==> src/rtl/spd_pkg.sv <==
package spd_pkg;

   localparam int CSUM_POS = 63;

   typedef enum logic [2:0] {
      ST_IDLE,
      ST_ADDR,
      ST_AACK,
      ST_WR,
      ST_WACK,
      ST_RD,
      ST_RACK,
      ST_WAIT
   } spd_state_e;

   // reset image of the configuration store
   function automatic logic [7:0] boot_byte(input int k);
      logic [7:0] s;
      if (k < CSUM_POS) return 8'((k * 37 + 11) % 256);
      if (k == CSUM_POS) begin
         s = 8'h00;
         for (int j = 0; j < CSUM_POS; j++) s = s + 8'((j * 37 + 11) % 256);
         return s;
      end
      return 8'(k % 256) ^ 8'hA5;
   endfunction

endpackage

==> src/rtl/spd_line_filter.sv <==
module spd_line_filter #(
   parameter int SYNC_STAGES = 2
) (
   input  logic clk,
   input  logic rst_n,
   input  logic raw_i,
   output logic filt_o
);
   if (SYNC_STAGES < 2) begin : g_bad_sync
      $error("spd_line_filter: SYNC_STAGES must be at least 2");
   end

   logic [SYNC_STAGES-1:0] sync_q;
   logic [2:0]             win_q;

   always_ff @(posedge clk or negedge rst_n) begin
      if (!rst_n) begin
         sync_q <= '1;
         win_q  <= '1;
         filt_o <= 1'b1;
      end else begin
         sync_q <= {sync_q[SYNC_STAGES-2:0], raw_i};
         win_q  <= {win_q[1:0], sync_q[SYNC_STAGES-1]};
         filt_o <= (win_q[0] & win_q[1]) | (win_q[0] & win_q[2]) | (win_q[1] & win_q[2]);
      end
   end
endmodule

==> src/rtl/spd_bus_events.sv <==
module spd_bus_events (
   input  logic clk,
   input  logic rst_n,
   input  logic scl_f,
   input  logic sda_f,
   output logic scl_rise,
   output logic scl_fall,
   output logic start_ev,
   output logic stop_ev
);
   logic scl_q, sda_q;

   always_ff @(posedge clk or negedge rst_n) begin
      if (!rst_n) begin
         scl_q <= 1'b1;
         sda_q <= 1'b1;
      end else begin
         scl_q <= scl_f;
         sda_q <= sda_f;
      end
   end

   assign scl_rise = scl_f & ~scl_q;
   assign scl_fall = ~scl_f & scl_q;
   assign start_ev = scl_f & scl_q & sda_q & ~sda_f;
   assign stop_ev  = scl_f & scl_q & ~sda_q & sda_f;
endmodule

==> src/rtl/spd_store.sv <==
module spd_store
   import spd_pkg::*;
#(
   parameter int AW = 8,
   parameter int DW = 8
) (
   input  logic          clk,
   input  logic          rst_n,
   input  logic          we,
   input  logic [AW-1:0] waddr,
   input  logic [DW-1:0] wdata,
   input  logic [AW-1:0] raddr,
   output logic [DW-1:0] rdata,
   output logic          csum_ok
);
   localparam int DEPTH = 1 << AW;
   localparam int IW    = $clog2(CSUM_POS + 1);

   if (DW != 8) begin : g_bad_dw
      $error("spd_store: DW must be 8");
   end
   if (CSUM_POS >= DEPTH) begin : g_bad_aw
      $error("spd_store: store too small for the checksum byte");
   end

   logic [DW-1:0] mem [DEPTH];
   logic [IW-1:0] scan_idx;
   logic [DW-1:0] scan_acc;

   always_ff @(posedge clk or negedge rst_n) begin
      if (!rst_n) begin
         for (int i = 0; i < DEPTH; i++) mem[i] <= boot_byte(i);
      end else if (we) begin
         mem[waddr] <= wdata;
      end
   end

   assign rdata = mem[raddr];

   // one 8-bit adder walks the protected range, verdict once per pass
   always_ff @(posedge clk or negedge rst_n) begin
      if (!rst_n) begin
         scan_idx <= '0;
         scan_acc <= '0;
         csum_ok  <= 1'b0;
      end else if (scan_idx == IW'(CSUM_POS)) begin
         csum_ok  <= (scan_acc == mem[CSUM_POS]);
         scan_idx <= '0;
         scan_acc <= '0;
      end else begin
         scan_acc <= scan_acc + mem[scan_idx];
         scan_idx <= scan_idx + IW'(1);
      end
   end
endmodule

==> src/rtl/spd_slave.sv <==
module spd_slave
   import spd_pkg::*;
#(
   parameter int         BUSY_CLKS   = 1000,
   parameter int         SYNC_STAGES = 2,
   parameter logic [3:0] TYPE_CODE   = 4'b1010
) (
   input  logic       clk,
   input  logic       rst_n,
   input  logic       scl_i,
   input  logic       sda_i,
   input  logic [2:0] strap_i,
   input  logic       wp_i,
   output logic       sda_pull_o,
   output logic       csum_ok_o
);
   localparam int BW = $clog2(BUSY_CLKS + 1);

   if (BUSY_CLKS < 1) begin : g_bad_busy
      $error("spd_slave: BUSY_CLKS must be at least 1");
   end

   // line conditioning, one filter per wire
   logic [1:0] raw_lines, filt_lines;
   assign raw_lines = {sda_i, scl_i};
   for (genvar g = 0; g < 2; g++) begin : g_line
      spd_line_filter #(.SYNC_STAGES(SYNC_STAGES)) u_filt (
         .clk(clk), .rst_n(rst_n), .raw_i(raw_lines[g]), .filt_o(filt_lines[g]));
   end

   logic scl_f, sda_f, scl_rise, scl_fall, start_ev, stop_ev;
   assign scl_f = filt_lines[0];
   assign sda_f = filt_lines[1];

   spd_bus_events u_ev (
      .clk(clk), .rst_n(rst_n), .scl_f(scl_f), .sda_f(sda_f),
      .scl_rise(scl_rise), .scl_fall(scl_fall), .start_ev(start_ev), .stop_ev(stop_ev));

   spd_state_e  state;
   logic [3:0]  bitcnt;
   logic [7:0]  shreg, ptr, rdata;
   logic        rd_mode, first_wr, wrote, mack, pull, busy, mem_we;
   logic [BW-1:0] busy_cnt;

   assign busy   = (busy_cnt != '0);
   assign mem_we = (state == ST_WR) && scl_fall && (bitcnt == 4'd8) && !first_wr && !wp_i && !start_ev && !stop_ev;

   spd_store #(.AW(8), .DW(8)) u_store (
      .clk(clk), .rst_n(rst_n), .we(mem_we), .waddr(ptr), .wdata(shreg),
      .raddr(ptr), .rdata(rdata), .csum_ok(csum_ok_o));

   always_ff @(posedge clk or negedge rst_n) begin
      if (!rst_n) begin
         state    <= ST_IDLE;
         bitcnt   <= '0;
         shreg    <= '0;
         ptr      <= '0;
         rd_mode  <= 1'b0;
         first_wr <= 1'b0;
         wrote    <= 1'b0;
         mack     <= 1'b0;
         pull     <= 1'b0;
         busy_cnt <= '0;
      end else begin
         if (busy) busy_cnt <= busy_cnt - BW'(1);
         if (start_ev) begin
            state  <= ST_ADDR;
            bitcnt <= '0;
            pull   <= 1'b0;
         end else if (stop_ev) begin
            state <= ST_IDLE;
            pull  <= 1'b0;
            wrote <= 1'b0;
            if (wrote) busy_cnt <= BW'(BUSY_CLKS);
         end else begin
            unique case (state)
               ST_ADDR, ST_WR: begin
                  if (scl_rise) begin
                     shreg  <= {shreg[6:0], sda_f};
                     bitcnt <= bitcnt + 4'd1;
                  end else if (scl_fall && bitcnt == 4'd8) begin
                     if (state == ST_ADDR) begin
                        if (shreg[7:4] == TYPE_CODE && shreg[3:1] == strap_i && !busy) begin
                           pull    <= 1'b1;
                           rd_mode <= shreg[0];
                           state   <= ST_AACK;
                        end else begin
                           state <= ST_WAIT;
                        end
                     end else begin
                        pull  <= 1'b1;
                        state <= ST_WACK;
                        if (first_wr) begin
                           ptr      <= shreg;
                           first_wr <= 1'b0;
                        end else begin
                           ptr <= ptr + 8'd1;
                           if (!wp_i) wrote <= 1'b1;
                        end
                     end
                  end
               end
               ST_AACK, ST_RACK: begin
                  if (scl_rise) begin
                     mack <= ~sda_f;
                  end else if (scl_fall) begin
                     bitcnt <= '0;
                     if ((state == ST_AACK && rd_mode) || (state == ST_RACK && mack)) begin
                        shreg <= rdata;
                        pull  <= ~rdata[7];
                        ptr   <= ptr + 8'd1;
                        state <= ST_RD;
                     end else if (state == ST_AACK) begin
                        pull     <= 1'b0;
                        first_wr <= 1'b1;
                        state    <= ST_WR;
                     end else begin
                        state <= ST_WAIT;
                     end
                  end
               end
               ST_WACK: begin
                  if (scl_fall) begin
                     pull   <= 1'b0;
                     bitcnt <= '0;
                     state  <= ST_WR;
                  end
               end
               ST_RD: begin
                  if (scl_rise) begin
                     bitcnt <= bitcnt + 4'd1;
                  end else if (scl_fall) begin
                     if (bitcnt == 4'd8) begin
                        pull  <= 1'b0;
                        state <= ST_RACK;
                     end else begin
                        shreg <= {shreg[6:0], 1'b0};
                        pull  <= ~shreg[6];
                     end
                  end
               end
               default: pull <= 1'b0;
            endcase
         end
      end
   end

   assign sda_pull_o = pull;
endmodule

==> config.mk <==
export PLATFORM = sky130hd
export DESIGN_NAME = spd_slave
export DESIGN_NICKNAME = d
export VERILOG_FILES = /design/src/rtl/spd_pkg.sv /design/src/rtl/spd_line_filter.sv /design/src/rtl/spd_bus_events.sv /design/src/rtl/spd_store.sv /design/src/rtl/spd_slave.sv
export SDC_FILE = /design/constraint.sdc
export NUM_CORES = 2
export LEC_CHECK = 0
export BUFFER_PORTS_ARGS = -buffer_cell sky130_fd_sc_hd__buf_2
export CAP_MARGIN = 20
export CORE_MARGIN = 5
export CORE_UTILIZATION = 39
export CTS_BUF_LIST = sky130_fd_sc_hd__clkbuf_8 sky130_fd_sc_hd__clkbuf_16
export CTS_CLUSTER_SIZE = 12
export DETAILED_ROUTE_END_ITERATION = 8
export PLACE_DENSITY_LB_ADDON = 0.2
export SYNTH_ARGS = -nofsm -noshare
export SYNTH_HDL_FRONTEND = slang
export SYNTH_HIERARCHICAL = 1
export SYNTH_SLANG_ARGS = --single-unit
==> constraint.sdc <==
create_clock -name clk -period 7.6 [get_ports clk]
set_input_delay 0.38 -clock clk [delete_from_list [all_inputs] [get_ports clk]]
set_output_delay 0.38 -clock clk [all_outputs]
set_load 0.01 [all_outputs]
# Word-level counts from Yosys, hierarchy flattened
# Cells that the tools add are included.
[totals]
inputBits = 8
out_inout_bits = 2
wordCells = 472
ff_bits = 2115
[op_classes]
n_bitwise = 28
magnitude_cmp = 3
muxes = 82
n_eq_ne = 40
add_sub_neg = 5
reduce_logical = 37
[op_table]
columns = ["operator", "n"]
rows = [
  ["bitwise mux 2048 bit", 1],
  ["two-way mux 8 bit", 20],
  ["binary-select mux 8 bit (select 8 bit)", 1],
  ["demux 8 bit (select 8 bit)", 1],
  ["binary-select mux 8 bit (select 7 bit)", 1],
  ["two-way mux 3 bit", 14],
  ["two-way mux 10 bit", 4],
  ["!= test 4 bit (second input constant)", 8],
  ["!= test 2 bit (second input constant)", 15],
  ["two-way mux 1 bit", 28],
  ["AND reduction 9 bit", 3],
  ["case mux 8 bit (3 select lines)", 1],
  ["two-way mux 4 bit", 5],
  ["AND reduction 10 bit", 2],
  ["case mux 8 bit (2 select lines)", 1],
  ["AND reduction 7 bit", 2],
  ["AND 1 bit", 13],
  ["logical AND 1 bit", 12],
  ["case mux 3 bit (4 select lines)", 1],
  ["case mux 4 bit (3 select lines)", 1],
  ["!= test 5 bit (second input constant)", 2],
  ["nonzero test 10 bit", 1],
  ["subtractor 10 x 1 -> 10 bit (second input constant)", 1],
  ["== test 3 bit (second input constant)", 3],
  ["32 further kinds", 54],
]

# Depth between registers and ports, before layout
[depth]
word_depth = 11
ltp_mapped = 16

# Cells and area by module
# Netlist, hierarchy kept.
[modules_own_cells]
columns = ["module", "instances", "seq_area_each_um2", "cells_each", "area_per_inst_um2"]
rows = [
  ["spd_store", 1, 52909.5, 6415, 99146.3],
  ["spd_slave", 1, 950.9, 270, 2351.0],
  ["spd_line_filter", 2, 157.7, 7, 168.9],
  ["spd_bus_events", 1, 52.6, 6, 85.1],
]

# Worst setup path before layout
# OpenSTA, ideal clock, no wires.
[synth_path]
path_type = "reg2reg"
start = "register u_store.scan_idx[0]"
end = "register u_store.scan_acc[6]"
path_slack_ps = 3855
stages_incl_launch_ff = 16
n_path_buf = 3
arrival_ps = 3613
setup_ps = 131
required_time_ps = 7469
path_cell_list = "dfrtp_1 > buf_2 > buf_4 > buf_2 > mux4_2 > o22ai_1 > a21oi_1 > mux4_2 > ha_1 > fa_1 > a21o_1 > a21oi_1 > o21bai_1 > a21oi_1 > xor2_1 > nor2_1"
[synth_between]
elab_chain_cells = 6
word_cells_on_any_way = 7
cone_classes = "add/sub: 1; eq/ne: 1; mux: 4; bitwise: 1"
[synth_lines]
columns = ["element", "line", "rtl"]
rows = [
  ["from (decl)", "spd_store.sv:27", "logic [IW-1:0] scan_idx;"],
  ["from (signal assigned)", "spd_store.sv:52", "scan_idx <= scan_idx + IW'(1);"],
  ["NOT 6 -> 7 bit (not written as such)", "spd_store.sv:51", "scan_acc <= scan_acc + mem[scan_idx];"],
  ["binary-select mux 8 bit (select 7 bit)", "spd_store.sv:51", ""],
  ["two-way mux 8 bit (not written as such) (2 in a row)", "spd_store.sv:51", ""],
  ["adder 8 bit", "spd_store.sv:51", ""],
  ["two-way mux 8 bit (*)", "spd_store.sv:46", "end else if (scan_idx == IW'(CSUM_POS)) begin"],
  ["to (signal assigned)", "spd_store.sv:51", ""],
  ["to (decl)", "spd_store.sv:28", "logic [DW-1:0] scan_acc;"],
]
# Every way passes the cells marked *; elsewhere a longest branch is shown, timed or not. The select of a mux whose other input is x is not followed.
# A chain may end at the register's enable or synchronous reset.

# Final worst setup path
[layout_path]
start = "register ptr[1]"
end = "register pull (netlist: sda_pull_o)"
[layout_between]
elab_chain_cells = 11
[layout_lines]
columns = ["element", "line", "rtl"]
rows = [
  ["from (decl)", "spd_slave.sv:41", "logic [7:0] shreg, ptr, rdata;"],
  ["from (signal assigned)", "spd_slave.sv:94", "ptr <= shreg;"],
  ["from (signal assigned)", "spd_slave.sv:97", "ptr <= ptr + 8'd1;"],
  ["from (signal assigned)", "spd_slave.sv:111", "ptr <= ptr + 8'd1;"],
  ["NOT 8 -> 9 bit (not written as such)", "spd_store.sv:38", "assign rdata = mem[raddr];"],
  ["binary-select mux 8 bit (select 8 bit)", "spd_store.sv:38", ""],
  ["two-way mux 8 bit (not written as such) (2 in a row)", "spd_store.sv:38", ""],
  ["net rdata[7]", "spd_slave.sv:41", ""],
  ["NOT 1 bit", "spd_slave.sv:110", "pull <= ~rdata[7];"],
  ["two-way mux 1 bit", "spd_slave.sv:108", "if ((state == ST_AACK && rd_mode) || (state == ST_RACK && mack)) begin"],
  ["two-way mux 1 bit", "spd_slave.sv:106", "end else if (scl_fall) begin"],
  ["two-way mux 1 bit", "spd_slave.sv:104", "if (scl_rise) begin"],
  ["case mux 1 bit (4 select lines)", "spd_slave.sv:76", "unique case (state)"],
  ["two-way mux 1 bit", "spd_slave.sv:70", "end else if (stop_ev) begin"],
  ["two-way mux 1 bit", "spd_slave.sv:66", "if (start_ev) begin"],
  ["to (signal assigned)", "spd_slave.sv:110", ""],
  ["to (signal assigned)", "spd_slave.sv:138", "pull <= ~shreg[6];"],
  ["to (decl)", "spd_slave.sv:42", "logic rd_mode, first_wr, wrote, mack, pull, busy, mem_we;"],
]
# The timed path passes the listed nets, and every way through them passes these cells. The select of a mux whose other input is x is not followed.

==> impl_metrics.py <==
metrics = {
    "setup_path": {
        "critPathKind": "reg -> reg",
        "slowest_delay_ns": 1.00,
        "crit_chain": "buf_4 -> mux4_2 -> a22oi_1 -> nand2_1 -> a22o_1 -> a211oi_1 -> nor4_1 -> buf_4 -> nor3_1 -> nor4_1 -> nor3_1",
        "start_kind": "flop",
        "crit_path_end": "sda_pull_o$_DFFE_PN0P_",
        "reg2regPathDepth": 11,
        "crit-reg2reg-launch": "ptr[1]$_DFFE_PN0P_",
        "worstPathRequired_ns": 8.36,
        "crit_arrival_ns": 5.68,
        "worstSetupEndpointType": "flop",
        "worstSetupStartpoint": "ptr[1]$_DFFE_PN0P_",
        "reg2reg_to": "sda_pull_o$_DFFE_PN0P_",
        "r2r_setup_slack_ns": 2.69,
        "cp_max_fo": 42,
        "crit_slowest_cell": "dfrtp_4",
    },
    "synth": {
        "synth_edf_count": 0,
        "netlist_area_um2": 101900,
        "syn-num-nets": 6726,
        "async_flop_share_pct": 100.0,
        "yosysSeqAreaShare_pct": 53.21,
        "synth-seq-cells": 2115,
        "netlist_instances": 6705,
        "yosys_warnings": 6,
        "synth-main-ff-cell": "dfrtp_1",
        "ys_types": 73,
        "synth_area_per_cell_um2": 15.20,
    },
    "clock_tree": {
        "clockRootBuffer": "clkbuf_16",
        "cts_hold_buf": 4,
        "cts.sinks": 2115,
        "post-cts-setup-buffers": 0,
        "htree_levels": 4,
        "cts_resized": 0,
        "tritoncts": "done",
        "cts_max_path_buffers": 4,
        "clk_pin_slew_ns": 0.07,
        "clk_latency_ns": 0.89,
        "numCtsBuffers": 231,
    },
    "die": {
        "fp.dieH_um": 521.2,
        "coreArea_um2": 259900,
        "floorplan.initialDensity_pct": 39.21,
        "die_area_um2": 271700,
        "die_width_um": 521.2,
        "rows": 187,
        "io_pins": 10,
    },
    "layout": {
        "layout.nets": 6595,
        "syn_to_final_growth_pct": 10.90,
        "fillers": 23249,
        "fin_util_pct": 43.48,
        "final_cell_mix": "mux2_2, dfrtp_1, dfstp_2",
        "drive_above_1_share_pct": 62.41,
        "final_common_cell": "mux2_2",
    },
    "routing": {
        "num_vias": 60107,
        "drc": 0,
        "drtAntennaViolNets": 0,
        "wl_mm": 294.4,
        "dr.pass1.iters": 7,
        "vias_per_cell": 5.854,
        "drtIter0Drc": 4168,
        "avgRoutedWirePerCell_um": 28.68,
    },
    "job": {
        "max_cap_viol_count": 0,
    },
    "outcome": {
        "status": "complete, no violations",
    },
    "sta": {
        "rsz0062_at_grt": "no",
        "slew_headroom_pct": 17.20,
        "hold_viol": 0,
        "fin_hold_ws_ns": 0.1790,
        "max_freq_ghz": 0.2036,
        "min_period_ns": 4.912,
        "finalSetupTns_ns": 0,
        "fin_crit_sh_pct": 64.63,
        "fin_skew_ns": 0.09304,
        "slew_viol_final": 0,
        "setup_violations": 0,
        "worst_pin_slew_ns": 1.225,
    },
    "global_routing": {
        "antenna_found_initial": 11,
        "first_global_vias": 63088,
        "track_usage_pct": 21.38,
        "grt_overflow": 0,
        "grt_max_degree": 174,
        "grt_pass1_wl_mm": 439.7,
    },
    "placement": {
        "io_buffers": 9,
        "gp_congestion": 0.8320,
        "dp_hpwl_mm": 182.2,
    },
    "min_path": {
        "hold_path_class": "in -> async",
    },
    "pwr": {
        "powerDensity_nw_per_um2": 256.5,
        "ir_drop_mv": 0.2425,
        "p_leak_nw": 48.58,
    },
}
## cells in the mapped netlist (all sizes together) (44+ instances only)
library cell,n,area (um^2)
nor2,232,925.9
mux2,2050,23080
mux2i,202,2022
o221ai,58,508.0
nand2,246,923.4
dfrtp,1074,26880
a21oi,61,305.3
o22ai,44,275.3
nand3,44,230.2
buf,170,1086
mux4,569,12810
clkbuf,348,1306
a22oi,160,1201
dfstp,1041,27350
## cell families after synthesis
family	Yosys count	share of synthesized area [%]
mux	2821	37.21
fa+ha+maj	15	0.1890
flops	2115	53.21
buf+inv	533	2.402
xor+xnor	26	0.2234
simple gates	669	2.992
compound gates	526	3.780
## stage by stage
step | std cells | area, um^2 | setup slack (ns) | total power [mW]
global placement | 9823 | 105500 | 2.773 | 18.22
CTS | 10258 | 113000 | 2.791 | 29.33
floorplan | 6705 | 101900 | 3.855 | 15.56
finish | 10267 | 113000 | 2.688 | 28.99
detailed placement | 9830 | 105500 | 2.818 | 18.26
global route | 10262 | 113000 | 2.517 | 30.09
## worst min path at each step
stage                     depth (start not counted)                                    to  slack (ns)                                 start
final                                             2         u_store/mem[1822]$_DFFE_PN0P_        0.18                                 rst_n
after global routing                              2  g_line[0].u_filt/sync_q[0]$_DFF_PN1_        0.16                                 scl_i
after CTS                                         2  g_line[0].u_filt/sync_q[0]$_DFF_PN1_        0.11                                 scl_i
after detailed placement                          0  g_line[0].u_filt/sync_q[1]$_DFF_PN1_        0.35  g_line[0].u_filt/sync_q[0]$_DFF_PN1_
after global placement                            0   g_line[0].u_filt/win_q[0]$_DFF_PN1_        0.35  g_line[0].u_filt/sync_q[1]$_DFF_PN1_
after floorplan                                   0                 bitcnt[0]$_DFFE_PN0P_        0.08                                 rst_n
## final cells by class
type	instances	area [um^2]	area share (%)
inverters	15	56.30	0.04982
clock buffers	294	6693	5.921
diodes	6	15.01	0.01328
flip-flops and latches	2115	54280	48.02
well taps	3496	4374	3.870
repair buffers	154	1520	1.345
multi-input cells	4057	45380	40.15
clock inverters	130	708.2	0.6266
## sequential cells by signal, indices dropped and copies added, names as in the netlist, 6 cells and up
register,flops
g_line.u_filt/win_q,6
shreg,8
ptr,8
u_store/mem,2048
busy_cnt,10
u_store/scan_acc,8
u_store/scan_idx,6
## worst max-delay path: cells and delay by family, from the launching register on
kind	cells	cell delay, ns
compound gates	3	1.55
mux	1	0.43
simple gates	5	0.87
buf+inv	2	0.84
flops	1	1.00
## report_power, final
part | switching (mW) | total (mW) | leakage (nW) | internal (mW)
sequential | 0.525 | 11.9 | 25.7 | 11.4
combinational | 4.56 | 6.14 | 18.9 | 1.57
clock | 4.60 | 10.9 | 4.02 | 6.33
total | 9.68 | 29.0 | 48.6 | 19.3
## layer usage
metal	track usage, %	part of all wire [%]	vias up
li1	-	-	25172
met1	29.99	44	32920
met2	34.02	47	1503
met3	3.108	4.5	510
met4	7.603	4.0	2
met5	0	0.0044	-
No activity file was read; power rests on OpenSTA's default activity.
